`config.mk`:
```
export PLATFORM = sky130hd
export DESIGN_NAME = lpc_cmd_bridge
export DESIGN_NICKNAME = d
export VERILOG_FILES = /design/src/rtl/lpcb_pkg.sv /design/src/rtl/lpcb_rst_sync.sv /design/src/rtl/lpcb_ctl_decode.sv /design/src/rtl/lpcb_wdog.sv /design/src/rtl/lpc_cmd_bridge.sv
export SDC_FILE = /design/constraint.sdc
export NUM_CORES = 1
export LEC_CHECK = 0
export BUFFER_PORTS_ARGS = -buffer_cell sky130_fd_sc_hd__buf_4
export CORE_UTILIZATION = 45
export CTS_CLUSTER_DIAMETER = 60
export DETAILED_ROUTE_END_ITERATION = 10
export PLACE_DENSITY = 0.77
export SLEW_MARGIN = 10
export SYNTH_ARGS = -nofsm -noshare
export SYNTH_HDL_FRONTEND = slang
export SYNTH_SLANG_ARGS = --single-unit
```
`constraint.sdc`:
```
create_clock -name clk -period 4.59 [get_ports clk]
set_input_delay 0.2295 -clock clk [delete_from_list [all_inputs] [get_ports clk]]
set_output_delay 0.2295 -clock clk [all_outputs]
set_load 0.03 [all_outputs]
```
`src/rtl/lpcb_pkg.sv`:
```
package lpcb_pkg;

  localparam int WORD_W = 64;
  localparam int ADDR_W = 32;
  localparam int DATA_W = 32;
  localparam int SEL_W  = 2;

  localparam logic [SEL_W-1:0] SEL_CTL = 2'b00;
  localparam logic [SEL_W-1:0] SEL_DAT = 2'b01;
  localparam logic [SEL_W-1:0] SEL_RST = 2'b10;

  localparam logic [7:0] CTL_SIG  = 8'hD4;
  localparam logic [2:0] CTL_LEN4 = 3'b100;

  // MSB-0 positions converted to vector indices
  localparam int CTL_SIG_HI = WORD_W - 1 - 0;
  localparam int CTL_SIG_LO = WORD_W - 1 - 7;
  localparam int CTL_RD     = WORD_W - 1 - 15;
  localparam int CTL_LEN_HI = WORD_W - 1 - 23;
  localparam int CTL_LEN_LO = WORD_W - 1 - 25;
  localparam int CTL_ADR_HI = WORD_W - 1 - 32;
  localparam int CTL_ADR_LO = 0;

  localparam int DAT_PAY_HI = WORD_W - 1;
  localparam int DAT_PAY_LO = WORD_W - DATA_W;

  localparam int ST_RD_HI   = WORD_W - 1 - 6;
  localparam int ST_RD_LO   = WORD_W - 1 - 37;
  localparam int ST_ERR_HI  = WORD_W - 1 - 41;
  localparam int ST_ERR_LO  = WORD_W - 1 - 43;
  localparam int ST_BUSY    = WORD_W - 1 - 44;
  localparam int ST_DONE    = WORD_W - 1 - 52;
  localparam int ST_PAR     = WORD_W - 1 - 56;

  function automatic logic [WORD_W-1:0] ctl_used_mask();
    logic [WORD_W-1:0] m;
    m = '0;
    m[CTL_SIG_HI:CTL_SIG_LO] = '1;
    m[CTL_RD]                = 1'b1;
    m[CTL_LEN_HI:CTL_LEN_LO] = '1;
    m[CTL_ADR_HI:CTL_ADR_LO] = '1;
    return m;
  endfunction

  localparam logic [WORD_W-1:0] CTL_USED = ctl_used_mask();

  typedef enum logic [2:0] {
    FLT_NONE   = 3'b000,
    FLT_FORMAT = 3'b001,
    FLT_PROTO  = 3'b010,
    FLT_BUS    = 3'b011,
    FLT_TMO    = 3'b100
  } fault_e;

endpackage

```
`src/rtl/lpcb_rst_sync.sv`:
```
module lpcb_rst_sync #(
  parameter int STAGES = 2
) (
  input  logic clk,
  input  logic rst_n_async,
  output logic rst_n_sync
);

  logic [STAGES-1:0] sh_q;

  always_ff @(posedge clk or negedge rst_n_async) begin
    if (!rst_n_async) sh_q <= '0;
    else              sh_q <= {sh_q[STAGES-2:0], 1'b1};
  end

  assign rst_n_sync = sh_q[STAGES-1];

endmodule

```
`src/rtl/lpcb_ctl_decode.sv`:
```
module lpcb_ctl_decode
  import lpcb_pkg::*;
(
  input  logic [WORD_W-1:0] ctl,
  output logic              fmt_bad,
  output logic              resv_bad,
  output logic              rd,
  output logic [ADDR_W-1:0] addr
);

  always_comb begin
    fmt_bad  = (ctl[CTL_SIG_HI:CTL_SIG_LO] != CTL_SIG) ||
               (ctl[CTL_LEN_HI:CTL_LEN_LO] != CTL_LEN4);
    resv_bad = |(ctl & ~CTL_USED);
    rd       = ctl[CTL_RD];
    addr     = ctl[CTL_ADR_HI:CTL_ADR_LO];
  end

endmodule

```
`src/rtl/lpcb_wdog.sv`:
```
module lpcb_wdog #(
  parameter int W = 16
) (
  input  logic         clk,
  input  logic         rst_ni,
  input  logic         clr,
  input  logic         run,
  input  logic [W-1:0] limit,
  output logic         expired
);

  logic [W-1:0] cnt_q, cnt_d;
  logic         cnt_en;

  always_comb begin
    expired = (cnt_q == limit);
    cnt_en  = clr | (run & ~expired);
    cnt_d   = clr ? '0 : cnt_q + W'(1);
  end

  always_ff @(posedge clk or negedge rst_ni) begin
    if (!rst_ni)     cnt_q <= '0;
    else if (cnt_en) cnt_q <= cnt_d;
  end

  // the count only moves while a request is pending or on a clear
  p_hold_r6: assert property (@(posedge clk) disable iff (!rst_ni)
    (!run && !clr) |=> $stable(cnt_q));

endmodule

```
`src/rtl/lpc_cmd_bridge.sv`:
```
module lpc_cmd_bridge
  import lpcb_pkg::*;
#(
  parameter int WDOG_W = 16
) (
  input  logic              clk,
  input  logic              rst_n,
  input  logic              hw_en,
  input  logic [SEL_W-1:0]  hw_sel,
  input  logic [WORD_W-1:0] hw_data,
  input  logic [WDOG_W-1:0] wdog_limit,
  output logic [WORD_W-1:0] stat_word,
  output logic              lpc_req,
  output logic              lpc_we,
  output logic [ADDR_W-1:0] lpc_addr,
  output logic [DATA_W-1:0] lpc_wdata,
  input  logic              lpc_ack,
  input  logic              lpc_err,
  input  logic [DATA_W-1:0] lpc_rdata
);

  logic rst_ni;

  lpcb_rst_sync #(.STAGES(2)) u_rsync (
    .clk         (clk),
    .rst_n_async (rst_n),
    .rst_n_sync  (rst_ni)
  );

  // host strobes
  logic wr_ctl, wr_dat, wr_rst;
  always_comb begin
    wr_ctl = hw_en && (hw_sel == SEL_CTL);
    wr_dat = hw_en && (hw_sel == SEL_DAT);
    wr_rst = hw_en && (hw_sel == SEL_RST);
  end

  logic              dec_fmt_bad, dec_resv_bad, dec_rd;
  logic [ADDR_W-1:0] dec_addr;

  lpcb_ctl_decode u_dec (
    .ctl      (hw_data),
    .fmt_bad  (dec_fmt_bad),
    .resv_bad (dec_resv_bad),
    .rd       (dec_rd),
    .addr     (dec_addr)
  );

  // state
  logic              busy_q, busy_d;
  logic              done_q, done_d;
  logic              par_q, par_d;
  fault_e            code_q, code_d;
  logic [DATA_W-1:0] rdata_q, rdata_d;
  logic              we_q, we_d;
  logic [ADDR_W-1:0] addr_q, addr_d;
  logic [DATA_W-1:0] wdata_q, wdata_d;
  logic [DATA_W-1:0] dreg_q, dreg_d;

  logic start, reject, proto;
  logic fin_err, fin_ok, fin_tmo;
  logic wd_exp;
  fault_e cerr;
  logic st_en, cmd_en, dat_en;

  lpcb_wdog #(.W(WDOG_W)) u_wdog (
    .clk     (clk),
    .rst_ni  (rst_ni),
    .clr     (start | wr_rst),
    .run     (busy_q & ~lpc_ack & ~lpc_err & ~wr_rst),
    .limit   (wdog_limit),
    .expired (wd_exp)
  );

  always_comb begin
    start   = wr_ctl & ~busy_q & ~dec_fmt_bad & ~dec_resv_bad;
    reject  = wr_ctl & ~busy_q & (dec_fmt_bad | dec_resv_bad);
    proto   = wr_ctl & busy_q;
    fin_err = busy_q & lpc_err;
    fin_ok  = busy_q & ~lpc_err & lpc_ack;
    fin_tmo = busy_q & ~lpc_err & ~lpc_ack & wd_exp;
    cerr    = fin_err ? FLT_BUS : (fin_tmo ? FLT_TMO : FLT_NONE);

    st_en   = wr_rst | wr_ctl | busy_q;
    cmd_en  = wr_rst | start;
    dat_en  = wr_rst | wr_dat;
  end

  // next state
  always_comb begin
    busy_d  = busy_q;
    done_d  = done_q;
    par_d   = par_q;
    code_d  = code_q;
    rdata_d = rdata_q;
    we_d    = we_q;
    addr_d  = addr_q;
    wdata_d = wdata_q;
    dreg_d  = dreg_q;

    if (fin_err || fin_ok || fin_tmo) begin
      busy_d = 1'b0;
      done_d = 1'b1;
    end
    if (fin_ok && !we_q) rdata_d = lpc_rdata;

    // first nonzero fault is kept
    if (code_q == FLT_NONE)
      code_d = (cerr != FLT_NONE) ? cerr : (proto ? FLT_PROTO : FLT_NONE);

    if (wr_dat) dreg_d = hw_data[DAT_PAY_HI:DAT_PAY_LO];

    if (start) begin
      busy_d  = 1'b1;
      done_d  = 1'b0;
      code_d  = FLT_NONE;
      par_d   = 1'b0;
      we_d    = ~dec_rd;
      addr_d  = dec_addr;
      wdata_d = dreg_q;
    end

    if (reject) begin
      done_d = 1'b1;
      code_d = dec_fmt_bad ? FLT_FORMAT : FLT_NONE;
      par_d  = dec_resv_bad;
    end

    if (wr_rst) begin
      busy_d  = 1'b0;
      done_d  = 1'b0;
      par_d   = 1'b0;
      code_d  = FLT_NONE;
      rdata_d = '0;
      we_d    = 1'b0;
      addr_d  = '0;
      wdata_d = '0;
      dreg_d  = '0;
    end
  end

  // registers
  always_ff @(posedge clk or negedge rst_ni) begin
    if (!rst_ni) begin
      busy_q  <= 1'b0;
      done_q  <= 1'b0;
      par_q   <= 1'b0;
      code_q  <= FLT_NONE;
      rdata_q <= '0;
    end else if (st_en) begin
      busy_q  <= busy_d;
      done_q  <= done_d;
      par_q   <= par_d;
      code_q  <= code_d;
      rdata_q <= rdata_d;
    end
  end

  always_ff @(posedge clk or negedge rst_ni) begin
    if (!rst_ni) begin
      we_q    <= 1'b0;
      addr_q  <= '0;
      wdata_q <= '0;
    end else if (cmd_en) begin
      we_q    <= we_d;
      addr_q  <= addr_d;
      wdata_q <= wdata_d;
    end
  end

  always_ff @(posedge clk or negedge rst_ni) begin
    if (!rst_ni)     dreg_q <= '0;
    else if (dat_en) dreg_q <= dreg_d;
  end

  // outputs
  always_comb begin
    stat_word                     = '0;
    stat_word[ST_RD_HI:ST_RD_LO]  = rdata_q;
    stat_word[ST_ERR_HI:ST_ERR_LO] = code_q;
    stat_word[ST_BUSY]            = busy_q;
    stat_word[ST_DONE]            = done_q;
    stat_word[ST_PAR]             = par_q;
  end

  assign lpc_req   = busy_q;
  assign lpc_we    = we_q;
  assign lpc_addr  = addr_q;
  assign lpc_wdata = wdata_q;

  // an accepted control write raises the request next cycle
  p_start_r2: assert property (@(posedge clk) disable iff (!rst_ni)
    start |=> (lpc_req && stat_word[ST_BUSY] && !stat_word[ST_DONE]));

  // busy and done are never both set
  p_excl_r4: assert property (@(posedge clk) disable iff (!rst_ni)
    !(stat_word[ST_BUSY] && stat_word[ST_DONE]));

  // acknowledge completes in one edge
  p_ack_r4: assert property (@(posedge clk) disable iff (!rst_ni)
    (busy_q && lpc_ack && !lpc_err && !wr_rst) |=> (!lpc_req && stat_word[ST_DONE]));

  // error response reports the bus fault code
  p_bus_r5: assert property (@(posedge clk) disable iff (!rst_ni)
    (busy_q && lpc_err && code_q == FLT_NONE && !wr_rst)
      |=> (stat_word[ST_ERR_HI:ST_ERR_LO] == 3'b011));

  // watchdog expiry ends the request
  p_tmo_r6: assert property (@(posedge clk) disable iff (!rst_ni)
    (busy_q && wd_exp && !lpc_ack && !lpc_err && !wr_rst)
      |=> (!lpc_req && stat_word[ST_DONE]));

  // control write while busy leaves the command untouched
  p_ign_r7: assert property (@(posedge clk) disable iff (!rst_ni)
    proto |=> ($stable(lpc_addr) && $stable(lpc_we) && lpc_req == !$past(lpc_ack || lpc_err || wd_exp)));

  // a rejected control write never raises the request
  p_rej_r8: assert property (@(posedge clk) disable iff (!rst_ni)
    reject |=> (!lpc_req && stat_word[ST_DONE]));

  // reset register write clears everything
  p_clr_r11: assert property (@(posedge clk) disable iff (!rst_ni)
    wr_rst |=> (stat_word == '0 && !lpc_req));

endmodule

```
# == After elaboration in Yosys (flattened, before gate mapping) ==
# Index checks and enable logic that the tools add are counted.
# totals
register_bits,153
inputBits,119
output_inout_bits,130
# op_classes
addsub,1
eq_ne,5
n_mux,30
n_bitwise,28
reduce_logical,26
# ops
cell,count
32-bit two-way mux,8
3-bit two-way mux,7
20-bit OR reduction,1
16-bit by 1-bit adder with 16-bit output (second input constant),1
16-bit equality test,1
16-bit two-way mux,1
1-bit AND,14
2-bit AND reduction,7
1-bit two-way mux,13
3-bit nonzero test,3
8-bit != test (second input constant),1
1-bit NOT,8
4-bit nonzero test,2
1-bit OR,6
2-bit nonzero test,3
1-bit logical AND,4
3-bit zero test,1
1-bit logical OR,3
3-bit != test (second input constant),1
2-bit by 1-bit equality test with 1-bit output (second input constant),1
2-bit equality test (second input constant),1
2-bit zero test,1
2-bit two-way mux,1
1-bit zero test,1

# == Logic depth before layout (Yosys ltp) ==
# logic_depth
word_depth,12
depth_mapped,9

# == By module ==
# A second synthesis with hierarchy kept.
# unflattened
hier_cells,718
hier_area_um2,7255.7
# modules_own_cells
module,n_inst,cells_per_inst,area_each_um2,seq_area_each_um2
lpc_cmd_bridge,1,558,5836.8,3378.2
lpcb_wdog,1,113,1043.5,400.4
lpcb_ctl_decode,1,44,321.6,0.0
lpcb_rst_sync,1,3,53.8,50.0

# == Least setup slack after synthesis ==
# No wires, ideal clock.
# synth_timing
path_type,reg2reg
start,register busy_q (netlist: lpc_req)
end,register u_wdog.cnt_q[13]
arrival_time_ps,1974
required_ps,4513
setup_slack_ps,2539
path_stages_with_launch,7
synth_period_minus_slack_ps,2051
path_cell_list,dfrtp_1 > or3b_1 > clkbuf_1 > nor3_2 > nand4_1 > or3_1 > a21oi_1
# synth_between
elab_chain_cells,6
elab_cells_between_ends,11
classes_between,mux: 1; bitwise: 10
# synth_rtl
item,line_no,source
start: declaration,lpc_cmd_bridge.sv:50,"logic busy_q, busy_d;"
start signal: assignment,lpc_cmd_bridge.sv:151,busy_q <= busy_d;
1-bit NOT,lpc_cmd_bridge.sv:76,start = wr_ctl & ~busy_q & ~dec_fmt_bad & ~dec_resv_bad;
1-bit AND (3 in series),lpc_cmd_bridge.sv:76,
1-bit OR,lpc_cmd_bridge.sv:69,".clr (start | wr_rst),"
16-bit two-way mux or 1-bit OR (tied branches),"lpcb_wdog.sv:18, lpcb_wdog.sv:17",
end signal: assignment,lpcb_wdog.sv:23,else if (cnt_en) cnt_q <= cnt_d;
end: declaration,lpcb_wdog.sv:12,"logic [W-1:0] cnt_q, cnt_d;"
# Parallel ways exist; a longest one is shown, timed or not.
# A chain may end at the register's enable or synchronous reset.

# == Final worst setup path ==
# layout_timing
start,register busy_q (netlist: lpc_req)
end,register u_wdog.cnt_q[6]
# The elaborated chain is that of the path after synthesis.

==> impl_metrics.py <==
metrics = {
    "timing": {
        "fmax_mhz": 370,
        "report.final.slew_viol_count": 0,
        "fin_ws_ps": 1890,
        "finalSetupTns_ps": 0,
        "fin_crit_ps": 2700,
        "fin_crit_sh_pct": 58.9,
        "hold_violations": 0,
        "setup_viol": 0,
        "max_slew_margin_pct": 39.0,
        "worst_slew_pin_slew_ps": 916,
        "skew_ps": 5.80,
        "rsz0062_at_grt": "no",
    },
    "clock_network": {
        "cts.path.max_buffers": 2,
        "cts_resized": 0,
        "clk_pin_slew_ps": 60,
        "cts_num_sinks": 153,
        "cts_made_buffers": 17,
        "tritoncts": "done",
        "htreeDepth": 4,
        "cts_root_buffer": "clkbuf_16",
        "worstSkewPairLatency_ps": 410,
    },
    "final_layout": {
        "utilization_pct": 61.6,
        "seq_area_um2": 3830,
        "fill_cells": 1267,
        "final_layout_size_suffix_gt1_share_pct": 29.5,
        "fin_cells": 1098,
        "areaGrowthSynthToFinish_pct": 34.1,
        "diodes": 0,
        "fin_nets": 1021,
        "multi_input_area_um2": 2500,
    },
    "synthesis": {
        "syn_area_um2": 6650,
        "synth_area_per_cell_um2": 9.54,
        "synth_top_cells_by_count": "205 x nand2_1, 153 x dfrtp_1, 80 x o21ai_0",
        "synth.area.mux_share_pct": 0.151,
        "synth_top_cell_by_area": "dfrtp_1",
        "synth-xor-area-share_pct": 2.11,
        "synth_edf_count": 0,
        "syn_inst": 697,
        "synth_adder_area_share_pct": 0.188,
        "synth_ff_type": "dfrtp_1",
        "ys_seq_area_share_pct": 57.6,
        "async_flop_share_pct": 100,
        "ys.warnings.count": 0,
        "yosysMostFrequentCell": "nand2_1",
        "synth-compound-area-share_pct": 14.8,
        "yosysTopAreaCellShare_pct": 57.6,
        "yosys.area_share.simple_pct": 18.4,
        "synth_top_family_by_area": "simple AND/OR/NAND/NOR gates",
        "ys_types": 40,
        "synthTopCellsByArea": "dfrtp_1 58%, nand2_1 12%, o21ai_0 6.0%",
        "ys_ff_latch": 153,
    },
    "floorplan": {
        "coreArea_um2": 14500,
        "pin_count": 249,
        "start_util_pct": 45.9,
        "dieArea_um2": 15300,
        "dieHeight_um": 124,
        "num_rows": 44,
        "fp.dieW_um": 124,
    },
    "place": {
        "pre_cts_ws_ps": 1650,
        "io_buffers": 222,
        "dpl.hpwl_um": 11500,
        "globalplace.congestion": 0.820,
        "place_inst": 1059,
    },
    "routing": {
        "totalWireLength_um": 16900,
        "firstDrtPassIters": 5,
        "via_count": 5587,
        "drc": 0,
        "ant_nets": 0,
        "wl_per_cell_um": 15.4,
        "drt_iter0_markers": 459,
        "routed_via_density": 5.09,
    },
    "worst_setup_path": {
        "cp_max_fo": 78,
        "rr_worst_depth": 4,
        "reg2reg_slack_ps": 1890,
        "start_kind": "register",
        "cp.required_ps": 4850,
        "crit_path_start": "lpc_req",
        "crit_arrival_ps": 2960,
        "r2r-start": "lpc_req",
        "timing.rr.end": "u_wdog.cnt_q[6]",
        "end_kind": "register",
        "crit_type": "register to register",
    },
    "flow_run": {
        "maxCapViolCount": 0,
    },
    "global_routing": {
        "track_usage_pct": 22.3,
        "grt_max_degree": 84,
        "antenna_found_initial": 0,
        "grt_pass1_wl_um": 25900,
        "grt_pass1_vias": 5075,
        "overflow": 0,
    },
    "pwr": {
        "design_power_total_mw": 2.92,
        "irDropWorstVdd_mv": 0.224,
        "p_leak_nw": 4.33,
        "cellPowerDensity_nw_per_um2": 328,
    },
    "worst_hold_path": {
        "holdPathEnd": "lpc_addr[9]",
        "min-delay-start": "hw_data[9]",
        "min_path_type": "input pin to register",
        "min_path_cells": 3,
    },
    "run_status": {
        "status": "completed",
    },
}
## repair_timing
action	in CTS	in global routing
setup buffers	0	0
hold buffers	7	0
endpoints found under the hold margin	8	0
## per-stage QoR
step / hold WS, ps / cell area [um^2]
6_report: 20.9 / 8920
5_1_grt: 5.19 / 8920
4_1_cts: 1.30 / 8920
3_5_place_dp: 15.3 / 8300
3_3_place_gp: 13.3 / 8300
2_1_floorplan: -66.1 / 6740
## critical path: stages, from the launching register on
cell and delay (ps):
dfrtp_1 500, nor3_1 540, and4_4 810, or2b_1 600
a21oi_1 100
## placed cells by master (no fill, tap or decap), types with 3 or more instances in the layout
| master | synthesis | final |
|---|---|---|
| a21oi_1 | 50 | 50 |
| a22o_1 | 32 | 32 |
| and4_1 | 5 | 4 |
| buf_4 | 30 | 229 |
| clkbuf_16 | 0 | 17 |
| clkbuf_8 | 0 | 3 |
| clkinv_2 | 0 | 3 |
| clkinvlp_4 | 0 | 5 |
| conb_1 | 2 | 27 |
| dfrtp_1 | 153 | 152 |
| dlygate4sd3_1 | 0 | 7 |
| nand2_1 | 205 | 205 |
| nand3_1 | 9 | 9 |
| nand4_1 | 5 | 5 |
| nor2_1 | 9 | 7 |
| nor3_1 | 4 | 4 |
| nor4_1 | 7 | 7 |
| o21ai_0 | 80 | 80 |
| or3_1 | 13 | 13 |
| or4_1 | 6 | 6 |
| xor2_1 | 16 | 16 |
## registers in the layout, summed over array words and instances, names as in the netlist
name,cells
lpc_we,1
done_q,1
u_wdog.cnt_q,16
par_q,1
dreg_q,32
lpc_wdata,32
lpc_req,1
code_q,3
u_rsync.sh_q,2
rdata_q,32
lpc_addr,32
## cells by family after synthesis
group           count (synthesis)
other cells                     2
compound gates                169
mux                             1
simple gates                  277
xor+xnor                       16
flops                         153
fa+ha+maj                       1
buf+inv                        78
## worst max-delay path by stage
| stage | end | slack (ps) | cells past startpoint |
|---|---|---|---|
| 3_5_place_dp | lpc_wdata[7] | 1650 | 6 |
| 2_1_floorplan | code_q[0] | 10 | 0 |
| 6_report | u_wdog.cnt_q[6] | 1890 | 4 |
| 3_3_place_gp | u_wdog.cnt_q[13] | 1770 | 6 |
| 5_1_grt | lpc_wdata[17] | 1590 | 4 |
| 4_1_cts | lpc_wdata[7] | 1830 | 4 |
## power breakdown
part	internal (mW)	switching, mW
Combinational	0.110	0.114
Sequential	1.39	0.0365
Clock	0.733	0.542
## area by class of cell
type | instances | share of cell area, %
flip-flops and latches | 153 | 43.0
well taps | 184 | 2.58
clock buffers | 22 | 5.32
inverters | 1 | 0.0421
repair buffers | 237 | 20.3
clock inverters | 10 | 0.786
multi-input cells | 491 | 28.0
## routing by layer
layer | track usage, % | vias to the layer above | share of wire [%]
met5 | 0 | - | 0
li1 | - | 2717 | -
met4 | 7.08 | 0 | 1.4
met3 | 6.92 | 20 | 7.2
met2 | 32.5 | 187 | 46
met1 | 31.6 | 2663 | 45
Power figures use the tool's default switching activity.
